File: config.mk
export PLATFORM = sky130hd
export DESIGN_NAME = sio_irq_bank
export DESIGN_NICKNAME = d
export VERILOG_FILES = /design/src/rtl/sio_irq_pkg.sv /design/src/rtl/sio_irq_decode.sv /design/src/rtl/sio_irq_cell.sv /design/src/rtl/sio_irq_rdmux.sv /design/src/rtl/sio_irq_bank.sv
export SDC_FILE = /design/constraint.sdc
export NUM_CORES = 1
export LEC_CHECK = 0
export BUFFER_PORTS_ARGS = -buffer_cell sky130_fd_sc_hd__buf_2
export CAP_MARGIN = 20
export CORE_UTILIZATION = 25
export CTS_BUF_LIST = sky130_fd_sc_hd__clkbuf_8
export DETAILED_ROUTE_END_ITERATION = 16
export PLACE_DENSITY = 0.59
export SYNTH_ARGS = -nofsm -noshare
export SYNTH_HDL_FRONTEND = slang
export SYNTH_SLANG_ARGS = --single-unit
File: constraint.sdc
create_clock -name clk -period 1.24 [get_ports clk]
set_input_delay 0.124 -clock clk [delete_from_list [all_inputs] [get_ports clk]]
set_output_delay 0.124 -clock clk [all_outputs]
set_load 0.005 [all_outputs]
File: src/rtl/sio_irq_pkg.sv
package sio_irq_pkg;
  localparam int unsigned WORD_PENDING = 0;
  localparam int unsigned WORD_ENABLE  = 1;
  localparam int unsigned WORD_TEST    = 2;

  typedef enum logic [1:0] {
    SEL_PENDING = 2'd0,
    SEL_ENABLE  = 2'd1,
    SEL_TEST    = 2'd2,
    SEL_NONE    = 2'd3
  } reg_sel_e;
endpackage

File: src/rtl/sio_irq_decode.sv
module sio_irq_decode
  import sio_irq_pkg::*;
#(
  parameter int ADDR_W = 6
) (
  input  logic              wr_en,
  input  logic [ADDR_W-1:0] addr,
  output logic              wr_pending,
  output logic              wr_enable,
  output logic              wr_test,
  output reg_sel_e          sel
);
  localparam int WORD_W = ADDR_W - 2;

  logic [WORD_W-1:0] word;
  assign word = addr[ADDR_W-1:2];

  always_comb begin
    case (word)
      WORD_W'(WORD_PENDING): sel = SEL_PENDING;
      WORD_W'(WORD_ENABLE):  sel = SEL_ENABLE;
      WORD_W'(WORD_TEST):    sel = SEL_TEST;
      default:               sel = SEL_NONE;
    endcase
  end

  assign wr_pending = wr_en && (sel == SEL_PENDING);
  assign wr_enable  = wr_en && (sel == SEL_ENABLE);
  assign wr_test    = wr_en && (sel == SEL_TEST);
endmodule

File: src/rtl/sio_irq_cell.sv
module sio_irq_cell (
  input  logic clk,
  input  logic rst,
  input  logic hw_set,
  input  logic sw_clr,
  input  logic sw_force,
  input  logic en_load,
  input  logic en_val,
  output logic pend_q,
  output logic en_q,
  output logic irq_q
);
  logic pend_d;
  logic en_d;

  // a hardware set outranks a software clear in the same cycle
  assign pend_d = (pend_q && !sw_clr) || hw_set || sw_force;
  assign en_d   = en_load ? en_val : en_q;

  always_ff @(posedge clk) begin
    if (rst) begin
      pend_q <= 1'b0;
      en_q   <= 1'b0;
      irq_q  <= 1'b0;
    end else begin
      pend_q <= pend_d;
      en_q   <= en_d;
      irq_q  <= pend_d && en_d;
    end
  end
endmodule

File: src/rtl/sio_irq_rdmux.sv
module sio_irq_rdmux
  import sio_irq_pkg::*;
#(
  parameter int NUM_SRC = 4,
  parameter int DATA_W  = 32
) (
  input  logic               clk,
  input  logic               rst,
  input  logic               rd_en,
  input  reg_sel_e           sel,
  input  logic [NUM_SRC-1:0] pend_vec,
  input  logic [NUM_SRC-1:0] en_vec,
  output logic [DATA_W-1:0]  rdata_q
);
  logic [DATA_W-1:0] word_d;

  always_comb begin
    word_d = '0;
    case (sel)
      SEL_PENDING: word_d[NUM_SRC-1:0] = pend_vec;
      SEL_ENABLE:  word_d[NUM_SRC-1:0] = en_vec;
      default:     word_d = '0;
    endcase
  end

  always_ff @(posedge clk) begin
    if (rst) begin
      rdata_q <= '0;
    end else if (rd_en) begin
      rdata_q <= word_d;
    end
  end
endmodule

File: src/rtl/sio_irq_bank.sv
module sio_irq_bank
  import sio_irq_pkg::*;
#(
  parameter int NUM_SRC = 4,
  parameter int DATA_W  = 32,
  parameter int ADDR_W  = 6
) (
  input  logic               clk,
  input  logic               rst,
  input  logic               bus_wr_en,
  input  logic               bus_rd_en,
  input  logic [ADDR_W-1:0]  bus_addr,
  input  logic [DATA_W-1:0]  bus_wdata,
  output logic [DATA_W-1:0]  bus_rdata,
  input  logic [NUM_SRC-1:0] hw_event,
  output logic [NUM_SRC-1:0] irq_o
);
  logic     wr_pending;
  logic     wr_enable;
  logic     wr_test;
  reg_sel_e sel;

  logic [NUM_SRC-1:0] pend_vec;
  logic [NUM_SRC-1:0] en_vec;

  sio_irq_decode #(.ADDR_W(ADDR_W)) u_decode (
    .wr_en      (bus_wr_en),
    .addr       (bus_addr),
    .wr_pending (wr_pending),
    .wr_enable  (wr_enable),
    .wr_test    (wr_test),
    .sel        (sel)
  );

  for (genvar i = 0; i < NUM_SRC; i++) begin : g_src
    sio_irq_cell u_cell (
      .clk      (clk),
      .rst      (rst),
      .hw_set   (hw_event[i]),
      .sw_clr   (wr_pending && bus_wdata[i]),
      .sw_force (wr_test && bus_wdata[i]),
      .en_load  (wr_enable),
      .en_val   (bus_wdata[i]),
      .pend_q   (pend_vec[i]),
      .en_q     (en_vec[i]),
      .irq_q    (irq_o[i])
    );
  end

  sio_irq_rdmux #(.NUM_SRC(NUM_SRC), .DATA_W(DATA_W)) u_rdmux (
    .clk      (clk),
    .rst      (rst),
    .rd_en    (bus_rd_en),
    .sel      (sel),
    .pend_vec (pend_vec),
    .en_vec   (en_vec),
    .rdata_q  (bus_rdata)
  );
endmodule

==> impl_metrics.tcl, run 1 <==
set metrics [dict create \
    synth_compound_area_share_pct 15.13 \
    fin_crit_sh_pct 85.51 \
    drt_wl_total_um 1976 \
    fp.dieH_um 66.30 \
    ys_top_cells_by_count "buf_4, dfxtp_1, a21oi_1" \
    gr-total-overflow 0 \
    fin_area_sq_um 1210 \
    clkTransAtPathRegs_ns 0.07 \
    synth_cell_types 21 \
    insertion_delay_ns 0.25 \
    die_area_sq_um 4395 \
    clockPowerShare_pct 39.7 \
    finalSetupTns_ns 0 \
    cp-end-kind "flip-flop" \
    synth_fa_ha_area_share_pct 0 \
    vias 792 \
    area_growth_syn_to_layout_pct 17.07 \
    timing.hold.ws_ns 0.1374 \
    critPathKind "in -> reg" \
    ys.warnings.count 0 \
    wl_per_cell_um 10.24 \
    synthTopCellsByArea "dfxtp_1, buf_4, a21oi_1" \
    grt_max_degree 17 \
    clockBufferDepth 2 \
    initial_utilization_pct 26.02 \
    crit_required_ns 1.42 \
    portBuffers 23 \
    pwr-share-comb_pct 14.9 \
    peakVddDrop_mv 0.2772 \
    cts.sinks 16 \
    final-setup-viol-count 0 \
    synthXorXnorAreaFrac_pct 0 \
    diodes 0 \
    status "finished, final reports clean" \
    layout-drive-gt1-share_pct 35.66 \
    fmax_mhz 943.1 \
    rsz0062_at_grt "no" \
    root_buffer "clkbuf_8" \
    arrival_ns 1.24 \
    cp_slowest_cell "or4b_4" \
    cts_buffers 3 \
    rows 23 \
    synth_mux_area_share_pct 4.358 \
    ioPinCount 82 \
    crit_fanout 4 \
    seqPwrFrac_pct 45.4 \
    die_w_um 66.30 \
    p_per_area_nw_per_um2 978.8 \
    htree_num_levels 1 \
    crit_chain "buf_2 > or4b_4 > nor4_2 > a2bb2oi_1" \
    core_area_sq_um 3971 \
    clock-skew-final_ns 0.002183 \
    antenna_found_initial 0 \
    yosys_most_used_dff "dfxtp_1" \
    postRouteAntennaNets 0 \
    syn_inst 114 \
    cts_resized 0 \
    grt_pass1_wl_um 3222 \
    switching_power_uw 293.8 \
    drt_iter0_markers 7 \
    drtPass1Iterations 4 \
    grt_pass1_vias 704 \
    post-place-ws_ns -0.09933 \
    final_nets 190 \
    hp-class "in -> reg" \
    synth_edf_count 0 \
    synth_simple_gate_area_share_pct 23.12 \
    synth_area_leader_cell "dfxtp_1" \
    p_int_uw 890.4 \
    cts_hold_buffers 0 \
    slew_violations 0 \
    grt_usage_pct 9.924 \
    yosysMostFrequentCell "buf_4" \
    vias_per_cell 4.104 \
    num-fill-cells 436 \
    seq_area_frac_synth_pct 30.99 \
    placed_area_sq_um 1155 \
    syn_area_sq_um 1033 \
    ys_seq_elements 16 \
    drc 0 \
    postCtsSetupBuffers 0 \
    fin_crit_ns 1.060 \
    setup_slack_ns 0.1797 \
    async_reset_ff_share_pct 0 \
    finalHoldViolCount 0 \
    final_cell_count_no_fill 193 \
    synth_area_per_cell_sq_um 9.066 \
    power.leakage_nw 0.5697 \
    dp_cells 189 \
    place.gp.congestion 0.7407 \
    cts_tree "built" \
    drv_cap 0 \
    slowest_delay_ns 0.59 \
    cp-start-kind "input port" \
    synth_top_family_by_area "buffers and inverters" \
    post-dp-hpwl_um 1505 \
    swShare_pct 24.81 \
    yosysTopAreaCellShare_pct 30.99 \
]
per-stage QoR:
step,power (mW),utilization [%]
floorplan,0.7046,-
global placement,0.7234,29.08
detailed placement,0.7233,29.08
CTS,1.205,30.47
global route,1.236,30.47
finish,1.184,30.47
per-layer routing:
metal / vias to the layer above / routed length, um / GRT usage, %
li1: 397 / - / -
met2: 40 / 873 / 16.07
met5: - / 0 / 0
met1: 351 / 932 / 12.59
met3: 4 / 130 / 0.6897
met4: 0 / 39 / 6.383
worst paths after layout:
kind	from	end	slack [ns]	cells past startpoint
min	hw_event[3]	g_src[3].u_cell.irq_q$_SDFF_PP0_	0.14	3
min reg2reg	u_rdmux.rdata_q[0]$_SDFFE_PP0P_	u_rdmux.rdata_q[0]$_SDFFE_PP0P_	0.46	2
max reg2reg	g_src[3].u_cell.pend_q$_SDFF_PP0_	g_src[3].u_cell.pend_q$_SDFF_PP0_	0.29	2
max	bus_addr[5]	g_src[1].u_cell.irq_q$_SDFF_PP0_	0.18	4
flip-flops by register name (all words and copies together) (netlist names):
signal and count:
g_src.u_cell.en_q 4, u_rdmux.rdata_q 4, g_src.u_cell.pend_q 4, g_src.u_cell.irq_q 4
power groups by stage:
stage	Clock, mW	Sequential, mW	Combinational (mW)
6_report	0.470	0.537	0.177
5_1_grt	0.497	0.539	0.200
4_1_cts	0.493	0.537	0.175
3_5_place_dp	0	0.549	0.174
3_3_place_gp	0	0.549	0.174
2_1_floorplan	0	0.546	0.158
final cells by class:
type / instances / area (sq um) / share of cell area, %
tap: 50 / 62.56 / 5.171
sequential: 16 / 320.3 / 26.47
multi-input combinational: 86 / 545.5 / 45.09
timing repair buffer: 32 / 207.7 / 17.17
inverter: 5 / 18.77 / 1.551
clock buffer: 4 / 55.05 / 4.550
worst max-delay path: cells and delay by family:
| kind | cells | cell delay, ns |
|---|---|---|
| buffers and inverters | 1 | 0.13 |
| AOI/OAI and AO/OA | 1 | 0.20 |
| and+or+nand+nor | 2 | 0.79 |
placed cells by master, fill, tap and decap left out:
master and n:
inv_1 5, conb_1 28, nand3_1 4, nand2b_1 9
and3b_2 4, clkbuf_8 4, buf_2 23, a21oi_1 12
or4b_4 1, mux2_2 4, a221oi_1 4, a2bb2oi_2 1
nor3b_1 1, a2bb2oi_1 3, o21ai_0 4, dfxtp_1 16
buf_4 7, or2_1 4, nor4b_2 1, buf_12 2
nor3_1 1, or3_1 1, nor4_2 4
cells by family (layout without fill, tap and decap cells):
| group | Yosys count | after routing |
|---|---|---|
| compound gates | 24 | 24 |
| buf+inv | 39 | 41 |
| mux | 4 | 4 |
| simple gates | 30 | 30 |
| flops | 16 | 16 |
| other cells | 1 | 28 |
Note: power is estimated with default switching activity, not from simulation.
==> run 2: changes to the inputs <==
- CORE_UTILIZATION: 25 -> 40
- PLACE_DENSITY: 0.59 -> unset
- PLACE_DENSITY_LB_ADDON: unset -> 0.05
==> run 2 against run 1 <==
Sequential power barely moved. Cell area fell by 4.1%. Maximum frequency fell by 1.7%. Critical endpoint is now g_src[2].u_cell.irq_q$_SDFF_PP0_. Combinational power fell by 6%. Largest power group unchanged. Highest routed layer is now met3. Clock power fell by 4%.
==> impl_metrics.tcl, run 2 (synthesized netlist as in run 1, its figures left out) <==
set metrics [dict create \
    grt_use_met3_pct 3.478 \
    post-dp-hpwl_um 1521 \
    drtPass1Iterations 10 \
    cts_buffers 3 \
    rows 18 \
    insertion_delay_ns 0.25 \
    clockBufferDepth 2 \
    p_per_area_nw_per_um2 997.6 \
    drc 0 \
    slowest_delay_ns 0.59 \
    area_growth_syn_to_layout_pct 12.23 \
    layout-drive-gt1-share_pct 35.66 \
    final-setup-viol-count 0 \
    grt_usage_pct 16.11 \
    final_cell_mix "conb_1, buf_2, dfxtp_1, a21oi_1" \
    rsz0062_at_grt "no" \
    antenna_found_initial 0 \
    initial_utilization_pct 42.10 \
    fin_crit_sh_pct 87.01 \
    peakVddDrop_mv 0.4403 \
    wl_per_cell_um 11.34 \
    clock-skew-final_ns 0.003408 \
    finalHoldViolCount 0 \
    hp-class "in -> reg" \
    place.gp.congestion 0.8008 \
    root_buffer "clkbuf_8" \
    top_usage_layer "met2" \
    reg2reg_from "g_src[2].u_cell.pend_q$_SDFF_PP0_" \
    crit_fanout 4 \
    global_route.usage.met2_pct 24.47 \
    fmax_mhz 926.8 \
    cts_hold_buffers 0 \
    fin_crit_ns 1.079 \
    vias_per_cell 4.630 \
    drt_wl_total_um 1961 \
    fp.dieH_um 52.83 \
    postRouteAntennaNets 0 \
    final_common_cell "conb_1" \
    ioPinCount 82 \
    final_nets 190 \
    power.leakage_nw 0.5605 \
    core_area_sq_um 2455 \
    drv_cap 0 \
    crit_chain "buf_2 > or4b_4 > nor4_2 > a2bb2oi_1" \
    grt.met1_usage_pct 21.22 \
    critPathKind "in -> reg" \
    fin_area_sq_um 1160 \
    min_from "hw_event[3]" \
    portBuffers 23 \
    cp_slowest_cell "or4b_4" \
    num-fill-cells 260 \
    critical-path-top-delay-family "simple AND/OR/NAND/NOR gates" \
    slew_violations 0 \
    cp-end-kind "flip-flop" \
    die_w_um 52.83 \
    grt_max_degree 17 \
    grt_pass1_wl_um 3180 \
    die_area_sq_um 2791 \
    vias 801 \
    cts_resized 0 \
    grt_pass1_vias 739 \
    cts.sinks 16 \
    gr-total-overflow 0 \
    cp-start-kind "input port" \
    status "finished, final reports clean" \
    placed_area_sq_um 1105 \
    htree_num_levels 1 \
    drt_iter0_markers 8 \
    cts_tree "built" \
    critical_path_buf_inv_count 1 \
    diodes 0 \
    arrival_ns 1.25 \
    power_mw 1.157 \
    postCtsSetupBuffers 0 \
    clkTransAtPathRegs_ns 0.06 \
    crit_required_ns 1.41 \
    cp-startpoint "bus_addr[5]" \
]
==> run 2: layer usage <==
| metal | wire length, um | share of wire [%] | vias up |
|---|---|---|---|
| met4 | 0 | 0 | 0 |
| met1 | 946 | 48 | 362 |
| met5 | 0 | 0 | - |
| met2 | 872 | 44 | 44 |
| met3 | 142 | 7.2 | 0 |
| li1 | - | - | 395 |
==> run 2: cell type report <==
| type | instances | area [sq um] | share of cell area (%) |
|---|---|---|---|
| clock buffer | 4 | 55.05 | 4.747 |
| inverter | 5 | 18.77 | 1.618 |
| multi-input combinational | 86 | 545.5 | 47.03 |
| sequential | 16 | 320.3 | 27.62 |
| tap | 30 | 37.54 | 3.236 |
| timing repair buffer | 32 | 182.7 | 15.75 |
==> run 2: worst reg2reg max path, delay by kind of cell, from the launching register on <==
kind	cells	cell delay, ns
AO/OA/AOI/OAI	2	0.49
flip-flops	1	0.32
==> run 2: path summary, 6_finish.rpt <==
path / end / slack, ns / cells past startpoint
worst max-delay path: g_src[2].u_cell.irq_q$_SDFF_PP0_ / 0.16 / 4
worst min-delay path: g_src[3].u_cell.irq_q$_SDFF_PP0_ / 0.15 / 3
worst max register to register: g_src[2].u_cell.irq_q$_SDFF_PP0_ / 0.30 / 2
worst min register to register: u_rdmux.rdata_q[3]$_SDFFE_PP0P_ / 0.46 / 2
==> run 2: through the flow <==
stage,TNS [ns],util [%],hold slack (ns),worst slack [ns],std cells
after global placement,-0.3166,45.01,0.4026,-0.08555,169
final,0,47.25,0.1506,0.1611,173
after CTS,0,47.25,0.1527,0.1530,173
after global routing,0,47.25,0.1581,0.05328,173
after floorplan,0,-,0.2759,0.1458,141
after detailed placement,-0.3930,45.01,0.4111,-0.09900,169
==> run 2: power by group <==
group / leakage (nW) / internal [mW] / switching (mW)
combinational: 0.401 / 0.0714 / 0.0952
clock: 0.0288 / 0.281 / 0.172
sequential: 0.130 / 0.529 / 0.00821
